$ cat config.mk
export PLATFORM = sky130hd
export DESIGN_NAME = osc_trim_sar
export DESIGN_NICKNAME = d
export VERILOG_FILES = /design/src/rtl/ots_pkg.sv /design/src/rtl/ots_ref_meas.sv /design/src/rtl/ots_step_calc.sv /design/src/rtl/osc_trim_sar.sv
export SDC_FILE = /design/constraint.sdc
export NUM_CORES = 1
export LEC_CHECK = 0
export BUFFER_PORTS_ARGS = -buffer_cell sky130_fd_sc_hd__buf_2
export CAP_MARGIN = 15
export CORE_MARGIN = 2
export CORE_UTILIZATION = 41
export DETAILED_ROUTE_END_ITERATION = 7
export PLACE_DENSITY = 0.66
export SYNTH_ARGS = -nofsm -noshare
export SYNTH_HDL_FRONTEND = slang
export SYNTH_HIERARCHICAL = 1
export SYNTH_SLANG_ARGS = --single-unit
$ cat constraint.sdc
create_clock -name clk_i -period 4.3 [get_ports clk_i]
set_clock_uncertainty 0.15 [all_clocks]
set_input_delay 0.43 -clock clk_i [delete_from_list [all_inputs] [get_ports clk_i]]
set_output_delay 0.43 -clock clk_i [all_outputs]
set_load 0.1 [all_outputs]
$ cat src/rtl/ots_pkg.sv
package ots_pkg;

   typedef enum logic [1:0] {
      CMP_SLOW  = 2'd0,
      CMP_FAST  = 2'd1,
      CMP_MATCH = 2'd2
   } ots_cmp_e;

   typedef enum logic [0:0] {
      ST_IDLE = 1'b0,
      ST_MEAS = 1'b1
   } ots_state_e;

endpackage

$ cat src/rtl/ots_ref_meas.sv
module ots_ref_meas #(
   parameter int SYNC_STAGES = 2,
   parameter int PRESCALE    = 4,
   parameter int CNT_W       = 10
) (
   input  logic             clk_i,
   input  logic             rst_ni,
   input  logic             arm_i,
   input  logic             ref_i,
   output logic [CNT_W-1:0] cnt_o,
   output logic             valid_o
);
   localparam logic [CNT_W-1:0] CNT_MAX = {CNT_W{1'b1}};

   logic [SYNC_STAGES-1:0] sync_q;
   logic                   ref_s, prev_q, rise, fall, tick;
   logic                   running_q;
   logic [CNT_W-1:0]       cnt_q;

   // synchronizer depth chosen by parameter
   generate
      if (SYNC_STAGES == 1) begin : g_sync1
         always_ff @(posedge clk_i or negedge rst_ni)
            if (!rst_ni) sync_q <= '0;
            else         sync_q <= ref_i;
      end else begin : g_syncn
         always_ff @(posedge clk_i or negedge rst_ni)
            if (!rst_ni) sync_q <= '0;
            else         sync_q <= {sync_q[SYNC_STAGES-2:0], ref_i};
      end
   endgenerate

   assign ref_s = sync_q[SYNC_STAGES-1];

   always_ff @(posedge clk_i or negedge rst_ni)
      if (!rst_ni) prev_q <= 1'b0;
      else         prev_q <= ref_s;

   assign rise = ref_s & ~prev_q;
   assign fall = ~ref_s & prev_q;

   // free-running tick divider
   generate
      if (PRESCALE == 1) begin : g_nodiv
         assign tick = 1'b1;
      end else begin : g_div
         localparam int PS_W = $clog2(PRESCALE);
         logic [PS_W-1:0] div_q;
         always_ff @(posedge clk_i or negedge rst_ni)
            if (!rst_ni)                          div_q <= '0;
            else if (div_q == PS_W'(PRESCALE-1))  div_q <= '0;
            else                                  div_q <= div_q + 1'b1;
         assign tick = (div_q == PS_W'(PRESCALE-1));
      end
   endgenerate

   always_ff @(posedge clk_i or negedge rst_ni) begin
      if (!rst_ni) begin
         running_q <= 1'b0;
         cnt_q     <= '0;
         valid_o   <= 1'b0;
      end else begin
         valid_o <= 1'b0;
         if (!arm_i) begin
            running_q <= 1'b0;
         end else if (!running_q) begin
            if (rise) begin
               running_q <= 1'b1;
               cnt_q     <= CNT_W'(tick);
            end
         end else if (fall) begin
            running_q <= 1'b0;
            valid_o   <= 1'b1;
         end else if (tick && cnt_q != CNT_MAX) begin
            cnt_q <= cnt_q + 1'b1;
         end
      end
   end

   assign cnt_o = cnt_q;

   assert_cnt_sat_R10: assert property (@(posedge clk_i) disable iff (!rst_ni)
      (cnt_q == CNT_MAX) && !(arm_i && !running_q && rise) |=> cnt_q == CNT_MAX);

   assert_valid_pulse_R3: assert property (@(posedge clk_i) disable iff (!rst_ni)
      valid_o |=> !valid_o);

   assert_valid_after_fall_R3: assert property (@(posedge clk_i) disable iff (!rst_ni)
      valid_o |-> !prev_q);

endmodule

$ cat src/rtl/ots_step_calc.sv
module ots_step_calc
   import ots_pkg::*;
#(
   parameter int TRIM_W    = 8,
   parameter int CNT_W     = 10,
   parameter int PASS_W    = 4,
   parameter int EXP_COUNT = 500
) (
   input  logic [CNT_W-1:0]  cnt_i,
   input  logic [TRIM_W-1:0] trim_i,
   input  logic [PASS_W-1:0] pass_i,
   output ots_cmp_e          cmp_o,
   output logic [TRIM_W-1:0] trim_next_o
);
   localparam logic [TRIM_W-1:0] HALF  = TRIM_W'(1) << (TRIM_W-1);
   localparam logic [CNT_W-1:0]  EXP_C = CNT_W'(EXP_COUNT);

   logic [TRIM_W-1:0] step;

   assign step = HALF >> pass_i;

   always_comb begin
      if (cnt_i == EXP_C)     cmp_o = CMP_MATCH;
      else if (cnt_i < EXP_C) cmp_o = CMP_SLOW;
      else                    cmp_o = CMP_FAST;
   end

   // slow oscillator -> lower code raises frequency
   always_comb begin
      unique case (cmp_o)
         CMP_SLOW: trim_next_o = trim_i - step;
         CMP_FAST: trim_next_o = trim_i + step;
         default:  trim_next_o = trim_i;
      endcase
   end

endmodule

$ cat src/rtl/osc_trim_sar.sv
module osc_trim_sar
   import ots_pkg::*;
#(
   parameter int TRIM_W      = 8,
   parameter int EXP_COUNT   = 500,
   parameter int NUM_PASSES  = 8,
   parameter int PRESCALE    = 4,
   parameter int SYNC_STAGES = 2
) (
   input  logic              clk_i,
   input  logic              rst_ni,
   input  logic              start_i,
   input  logic              ref_i,
   output logic [TRIM_W-1:0] trim_o,
   output logic              busy_o,
   output logic              done_o,
   output logic              store_o
);
   localparam int CNT_W  = $clog2(2*EXP_COUNT+1);
   localparam int PASS_W = $clog2(NUM_PASSES+1);
   localparam logic [TRIM_W-1:0] HALF     = TRIM_W'(1) << (TRIM_W-1);
   localparam logic [PASS_W-1:0] LAST_PAS = PASS_W'(NUM_PASSES);

   generate
      if (TRIM_W < 2)       begin : g_chk_tw  $error("TRIM_W must be at least 2");       end
      if (EXP_COUNT < 1)    begin : g_chk_exp $error("EXP_COUNT must be positive");      end
      if (NUM_PASSES < 1)   begin : g_chk_np  $error("NUM_PASSES must be positive");     end
      if (PRESCALE < 1)     begin : g_chk_ps  $error("PRESCALE must be positive");       end
      if (SYNC_STAGES < 1)  begin : g_chk_ss  $error("SYNC_STAGES must be positive");    end
   endgenerate

   ots_state_e        state_q;
   logic [TRIM_W-1:0] trim_q, trim_next;
   logic [PASS_W-1:0] pass_q;
   logic [CNT_W-1:0]  meas_cnt;
   logic              meas_valid;
   ots_cmp_e          cmp;

   ots_ref_meas #(
      .SYNC_STAGES (SYNC_STAGES),
      .PRESCALE    (PRESCALE),
      .CNT_W       (CNT_W)
   ) u_meas (
      .clk_i   (clk_i),
      .rst_ni  (rst_ni),
      .arm_i   (state_q == ST_MEAS),
      .ref_i   (ref_i),
      .cnt_o   (meas_cnt),
      .valid_o (meas_valid)
   );

   ots_step_calc #(
      .TRIM_W    (TRIM_W),
      .CNT_W     (CNT_W),
      .PASS_W    (PASS_W),
      .EXP_COUNT (EXP_COUNT)
   ) u_step (
      .cnt_i       (meas_cnt),
      .trim_i      (trim_q),
      .pass_i      (pass_q),
      .cmp_o       (cmp),
      .trim_next_o (trim_next)
   );

   always_ff @(posedge clk_i or negedge rst_ni) begin
      if (!rst_ni) begin
         state_q <= ST_IDLE;
         trim_q  <= HALF;
         pass_q  <= '0;
         busy_o  <= 1'b0;
         done_o  <= 1'b0;
         store_o <= 1'b0;
      end else begin
         store_o <= 1'b0;
         unique case (state_q)
            ST_IDLE: begin
               if (start_i) begin
                  trim_q  <= HALF;
                  pass_q  <= PASS_W'(1);
                  busy_o  <= 1'b1;
                  done_o  <= 1'b0;
                  state_q <= ST_MEAS;
               end
            end
            ST_MEAS: begin
               if (meas_valid) begin
                  trim_q <= trim_next;
                  if (cmp == CMP_MATCH || pass_q == LAST_PAS) begin
                     state_q <= ST_IDLE;
                     busy_o  <= 1'b0;
                     done_o  <= 1'b1;
                     store_o <= 1'b1;
                  end else begin
                     pass_q <= pass_q + 1'b1;
                  end
               end
            end
            default: state_q <= ST_IDLE;
         endcase
      end
   end

   assign trim_o = trim_q;

   assert_start_load_R2: assert property (@(posedge clk_i) disable iff (!rst_ni)
      start_i && !busy_o |=> busy_o && !done_o && trim_o == HALF);

   assert_slow_lowers_R4: assert property (@(posedge clk_i) disable iff (!rst_ni)
      busy_o && meas_valid && meas_cnt < CNT_W'(EXP_COUNT) |=> trim_o <= $past(trim_o));

   assert_fast_raises_R4: assert property (@(posedge clk_i) disable iff (!rst_ni)
      busy_o && meas_valid && meas_cnt > CNT_W'(EXP_COUNT) |=> trim_o >= $past(trim_o));

   assert_match_ends_R5: assert property (@(posedge clk_i) disable iff (!rst_ni)
      busy_o && meas_valid && meas_cnt == CNT_W'(EXP_COUNT) |=> store_o && $stable(trim_o));

   assert_pass_range_R6: assert property (@(posedge clk_i) disable iff (!rst_ni)
      busy_o |-> pass_q >= PASS_W'(1) && pass_q <= LAST_PAS);

   assert_store_with_done_R7: assert property (@(posedge clk_i) disable iff (!rst_ni)
      store_o |-> done_o && !busy_o);

   assert_store_single_R7: assert property (@(posedge clk_i) disable iff (!rst_ni)
      store_o |=> !store_o);

   assert_done_hold_R8: assert property (@(posedge clk_i) disable iff (!rst_ni)
      done_o && !start_i |=> done_o && $stable(trim_o));

   assert_busy_trim_still_R9: assert property (@(posedge clk_i) disable iff (!rst_ni)
      busy_o && !meas_valid |=> $stable(trim_o) && busy_o);

endmodule

# ---- Yosys cells after proc, flatten, opt, wreduce, memory -nomap -nowiden
# Index checks and enable logic that the tools add are counted.
dict set report totals {
  romBits 0
  elab_cells 82
  ram_bits 0
  latchBits 0
  memories 0
  inputBits 4
  regBits 33
}
dict set report op_classes {
  n_div 0
  n_shift 1
  mul 0
  add_sub_neg 5
  n_reduce_logical 8
  n_mux 37
  order_cmp 1
  bitwise_logic 5
  n_eq_ne 13
}
# cell count
set op_table {}
lappend op_table {{$mux W10} 4}
lappend op_table {{$pmux W8 S2} 2}
lappend op_table {{$mux W1} 20}
lappend op_table {{$mux W8} 2}
lappend op_table {{$mux W4} 3}
lappend op_table {{$add A10 B1 Y10 const B} 1}
lappend op_table {{$eq A10 B9 Y1 const B} 1}
lappend op_table {{$lt A10 B9 Y1 const B} 1}
lappend op_table {{$ne A10 B10 Y1 const B} 1}
lappend op_table {{$reduce_and A3 Y1} 3}
lappend op_table {{$add A8 B8 Y8} 1}
lappend op_table {{$ne A2 B2 Y1 const B} 4}
lappend op_table {{$pmux W4 S2} 1}
lappend op_table {{$shr A8 B4 Y8 const A} 1}
lappend op_table {{$sub A8 B8 Y8} 1}
lappend op_table {{$pmux W1 S2} 3}
lappend op_table {{$add A4 B1 Y4 const B} 1}
lappend op_table {{$eq A2 B2 Y1 const B} 2}
lappend op_table {{$eq A4 B4 Y1 const B} 1}
lappend op_table {{$mux W2} 2}
lappend op_table {{$ne A2 B1 Y1 const B} 2}
lappend op_table {{$reduce_and A4 Y1} 1}
lappend op_table {{$ne A3 B1 Y1 const B} 1}
lappend op_table {{$not A1 Y1} 3}
lappend op_table {{7 further kinds} 8}

# ---- Logic depth before layout (Yosys ltp)
dict set report logic_depth {
  depth_word 8
  depth_mapped 16
}

# ---- Hierarchy
# Netlist, hierarchy kept.
# module area_per_inst_um2 n_inst cells_each seq_area_each_um2
set modules_own_cells {}
lappend modules_own_cells {osc_trim_sar 817.0 1 80 401.6}
lappend modules_own_cells {ots_ref_meas 815.8 1 82 425.4}
lappend modules_own_cells {ots_step_calc 623.1 1 80 0.0}

# ---- Least setup slack after synthesis
# Ideal clock, no wire load.
dict set report synth_timing {
  kind {register -> register}
  startpoint {reg pass_q[3]}
  endpoint {reg trim_q[7] (netlist: trim_o[7])}
  slack_ns 1.149
  n_path_buf 0
  required_time_ns 4.077
  path_stages_with_launch 16
  setup_time_ns 0.073
  arrival_time_ns 2.928
  path_cell_list {dfrtp_1 > nand2b_1 > or3b_1 > ha_1 > o22ai_1 > o21ai_0 > o41ai_2 > ha_1 > a21o_1 > a31o_1 > a21oi_2 > xnor2_1 > nor2_1 > xor2_1 > mux2i_1 > a21oi_1}
}
dict set report synth_via {
  elab_chain_cells 5
}
# element line_no
set synth_rtl {}
lappend synth_rtl {{start, declared} osc_trim_sar.sv:34} ;# logic [PASS_W-1:0] pass_q;
lappend synth_rtl {{start signal, assigned} osc_trim_sar.sv:94} ;# pass_q <= pass_q + 1'b1;
lappend synth_rtl {{$shr A8 B4 Y8 *} ots_step_calc.sv:20} ;# assign step = HALF >> pass_i;
lappend synth_rtl {{$add A8 B8 Y8 or $sub A8 B8 Y8 (tied branches)} {ots_step_calc.sv:32, ots_step_calc.sv:31}}
lappend synth_rtl {{$pmux W8 S2 *} ots_step_calc.sv:30} ;# unique case (cmp_o)
lappend synth_rtl {{net trim_next[7]} osc_trim_sar.sv:33} ;# logic [TRIM_W-1:0] trim_q, trim_next;
lappend synth_rtl {{$mux W8 *} osc_trim_sar.sv:86} ;# if (meas_valid) begin
lappend synth_rtl {{$pmux W8 S2 *} osc_trim_sar.sv:75} ;# unique case (state_q)
lappend synth_rtl {{end signal, assigned} osc_trim_sar.sv:87} ;# trim_q <= trim_next;
lappend synth_rtl {{end, declared} osc_trim_sar.sv:33}
# The timed path passes the listed nets; every way through them passes the cells marked *. The select of a mux whose other input is x is not followed.
# A chain may end at the register's enable or synchronous reset.

# ---- Worst setup path in the final report
dict set report layout_timing {
  startpoint {reg pass_q[2]}
  endpoint {reg trim_q[7] (netlist: trim_o[7])}
}
# Same word-level chain as after synthesis.

==> results by group <==
Timing
  – Finish-stage setup viols: 0
  – Worst-margin pin slew: 0.751 ns
  – Fin crit period: 3.40 ns
  – Final hold violations: 0
  – Final slew viol count: 0
  – RSZ-0062 raised after global routing: false
  – Relative slew margins: 49.9%
  – Worst hold slack: 0.0550 ns
  – Period utilization: 79.1%
  – TNS Setup: 0 ns
  – Fmax: 0.294 GHz

Clock tree
  – CTS Root Cell: clkbuf_8
  – Clock Tree Buf Depth: 2
  – Resized cells post-CTS: 0
  – Clk slew on worst S/H paths: 0.08 ns
  – # hold bufs at CTS: 0
  – CTS Buf Count: 5
  – Post-CTS Setup Inserts: 0
  – CTS sink cnt: 33
  – CTS tree: yes
  – Worst-Skew Late Latency: 0.29 ns
  – # H-tree levels: 2

Route
  – Routed length per instance: 14.0 um
  – Pre-Repair DR Iteration Count: 4
  – Routed wire length: 4580 um
  – Final ANT Viol Nets: 0
  – Post-route DRC: 0
  – Vias/cell: 5.50
  – Iteration-0 DRC Markers: 128
  – Vias: 1797

Setup path
  – Crit-path max FO: 13
  – Reg-to-Reg End: trim_o[7]
  – Worst r2r src: pass_q[2]
  – CP required: 4.37 ns
  – CP arrival: 3.48 ns
  – CP Capture Point: trim_o[7]
  – R2R setup slack: 0.90 ns
  – Worst-case reg-to-reg path depth: 15
  – CP Launch Type: flop
  – Crit path from: pass_q[2]
  – Crit path kind: reg2reg
  – CP Capture Type: flop

Synth
  – Most frequent cell after synthesis: dfrtp_1
  – Xor and xnor area share after synthesis: 3.49%
  – Avg Cell Area, Syn: 9.32 um^2
  – Adder-cell share of the synthesized area: 8.10%
  – Ys async rst share: 100%
  – Yosys reg bits: 33
  – Post-synthesis mux area share: 6.54%
  – Area leader, netlist: dfrtp_1
  – Largest family of logic cells by synthesized area: simple AND/OR/NAND/NOR gates
  – Share of the synthesized area in the top cell type: 35.5%
  – Commonest cells in the netlist: dfrtp_1 (32), nand2_1 (21), a31oi_1 (15)
  – Number of flops mapped to enable cells by yosys: 0
  – Most used DFF post-synth: dfrtp_1
  – Compound-Gate Fraction of Synth Area: 19.9%
  – Syn Nets: 260
  – Sequential element share of the synthesized area: 36.7%
  – Post-Synth Simple-Gate Area: 20.0%
  – Mapped cell area: 0.00226 mm^2
  – Synth warn: 6
  – Yosys cell types: 57
  – Post-synthesis cell count: 242
  – Synth top area cells: dfrtp_1 (35%), ha_1 (7.2%), mux2i_1 (4.9%)

Floorplanning
  – Die Wd: 78.2 um
  – Row count: 27
  – Core Region: 0.00541 mm^2
  – Die height: 78.2 um
  – Initial Util: 41.7%
  – Die Area: 0.00611 mm^2
  – I/O pins: 15

Power and ir drop
  – Worst vdd ir: 0.000357 V
  – LEAKAGE: 1.08 nW
  – PwrDens: 756 mW/mm^2

Global route
  – Largest net degree at the start of global routing: 34
  – First-pass GRT wire length: 7920 um
  – All-layer global routing usage: 16.2%
  – Total grt overflow: 0
  – Vias in the first global route: 1672
  – Initial antenna violation count: 0

Final layout
  – # fillers: 535
  – Diode count: 0
  – # nets final: 272
  – Fraction of layout cells with a size suffix above 1: 15.3%
  – Area grow syn2layout: 9.76%

Min path
  – HP Class: in2async

Placed design
  – DP HPWL: 3140 um
  – GPL Wtd Cong: 0.789
  – I/O Buffers: 14

Outcome
  – Outcome: complete, no violations

Run
  – Max-Cap Viols: 0
## sequential cells by signal, summed over array words and instances (netlist names)
signal	flops
u_meas/valid_o	1
pass_q	4
busy_o	1
done_o	1
store_o	1
u_meas/sync_q	2
trim_o	8
state_q	1
u_meas/prev_q	1
u_meas/g_div.div_q	2
u_meas/cnt_o	10
u_meas/running_q	1
## critical path: stages (launching register included)
cell	delay (ns)
dfrtp_1	0.61
nand2b_1	0.18
or3b_1	0.41
ha_1	0.26
o22ai_1	0.17
o21ai_0	0.12
o41ai_2	0.07
ha_1	0.32
a21o_1	0.17
a31o_1	0.18
a21oi_2	0.11
xnor2_1	0.07
nor2_1	0.11
xor2_1	0.15
mux2i_1	0.08
a21oi_1	0.16
## kinds of logic after synthesis
family,Yosys count
xor gates and xnor gates,9
adders and majority gates,14
and+or+nand+nor,79
muxes,14
buffers and inverters,25
DFF,33
AOI/OAI and AO/OA,68
## routing by layer
layer / part of all wire, % / wire length [um] / vias up / global-route usage (%)
li1: - / - / 902 / -
met1: 47 / 2160 / 863 / 21.2
met2: 50 / 2270 / 28 / 27.0
met3: 2.7 / 122 / 4 / 3.45
met4: 0.57 / 26 / 0 / 4.91
met5: 0 / 0 / - / 0
## power by group
part | switching [W] | internal, W
Combinational | 0.000670 | 0.000386
Sequential | 0.000125 | 0.000382
Clock | 0.000120 | 0.000189
Total | 0.000915 | 0.000956
## final cells by class
class	count	area (um^2)	area share, %
clock inverter	1	30.0	1.21
clock buffer	7	86.3	3.49
tap	72	90.1	3.64
multi-input combinational	184	1310	52.9
inverter	15	56.3	2.27
timing repair buffer	15	77.6	3.13
sequential	33	827	33.4
## stage by stage
stage / cell area (um^2) / cells / setup slack [ns] / power (W) / util [%]
5_1_grt: 2480 / 327 / 0.626 / 0.00203 / 45.8
2_1_floorplan: 2260 / 242 / 1.15 / 0.00139 / -
3_5_place_dp: 2360 / 319 / 0.916 / 0.00157 / 43.7
6_report: 2480 / 327 / 0.899 / 0.00187 / 45.8
3_3_place_gp: 2360 / 319 / 1.00 / 0.00156 / 43.7
4_1_cts: 2480 / 327 / 0.894 / 0.00189 / 45.8
## placed cells by master (no fill, tap or decap), drive strengths merged, types with 5 or more instances in the layout
| master | instances |
|---|---|
| inv | 15 |
| xnor2 | 5 |
| mux2i | 11 |
| nand2 | 21 |
| a21oi | 8 |
| dfrtp | 32 |
| buf | 15 |
| nor2 | 14 |
| nand2b | 6 |
| nand3 | 8 |
| ha | 13 |
| clkbuf | 7 |
| a31oi | 15 |
| o21ai | 23 |
## worst min-delay path by stage
stage	from	end	slack, ns	cells after the start
after floorplan	rst_ni	busy_o	-0.02	0
after global placement	u_meas/sync_q[0]	u_meas/sync_q[1]	0.18	0
after detailed placement	u_meas/sync_q[0]	u_meas/sync_q[1]	0.18	0
after CTS	rst_ni	u_meas/g_div.div_q[0]	0.08	1
after global routing	ref_i	u_meas/sync_q[0]	0.09	1
final	rst_ni	u_meas/g_div.div_q[0]	0.05	1
(Power assumes the default switching activity.)
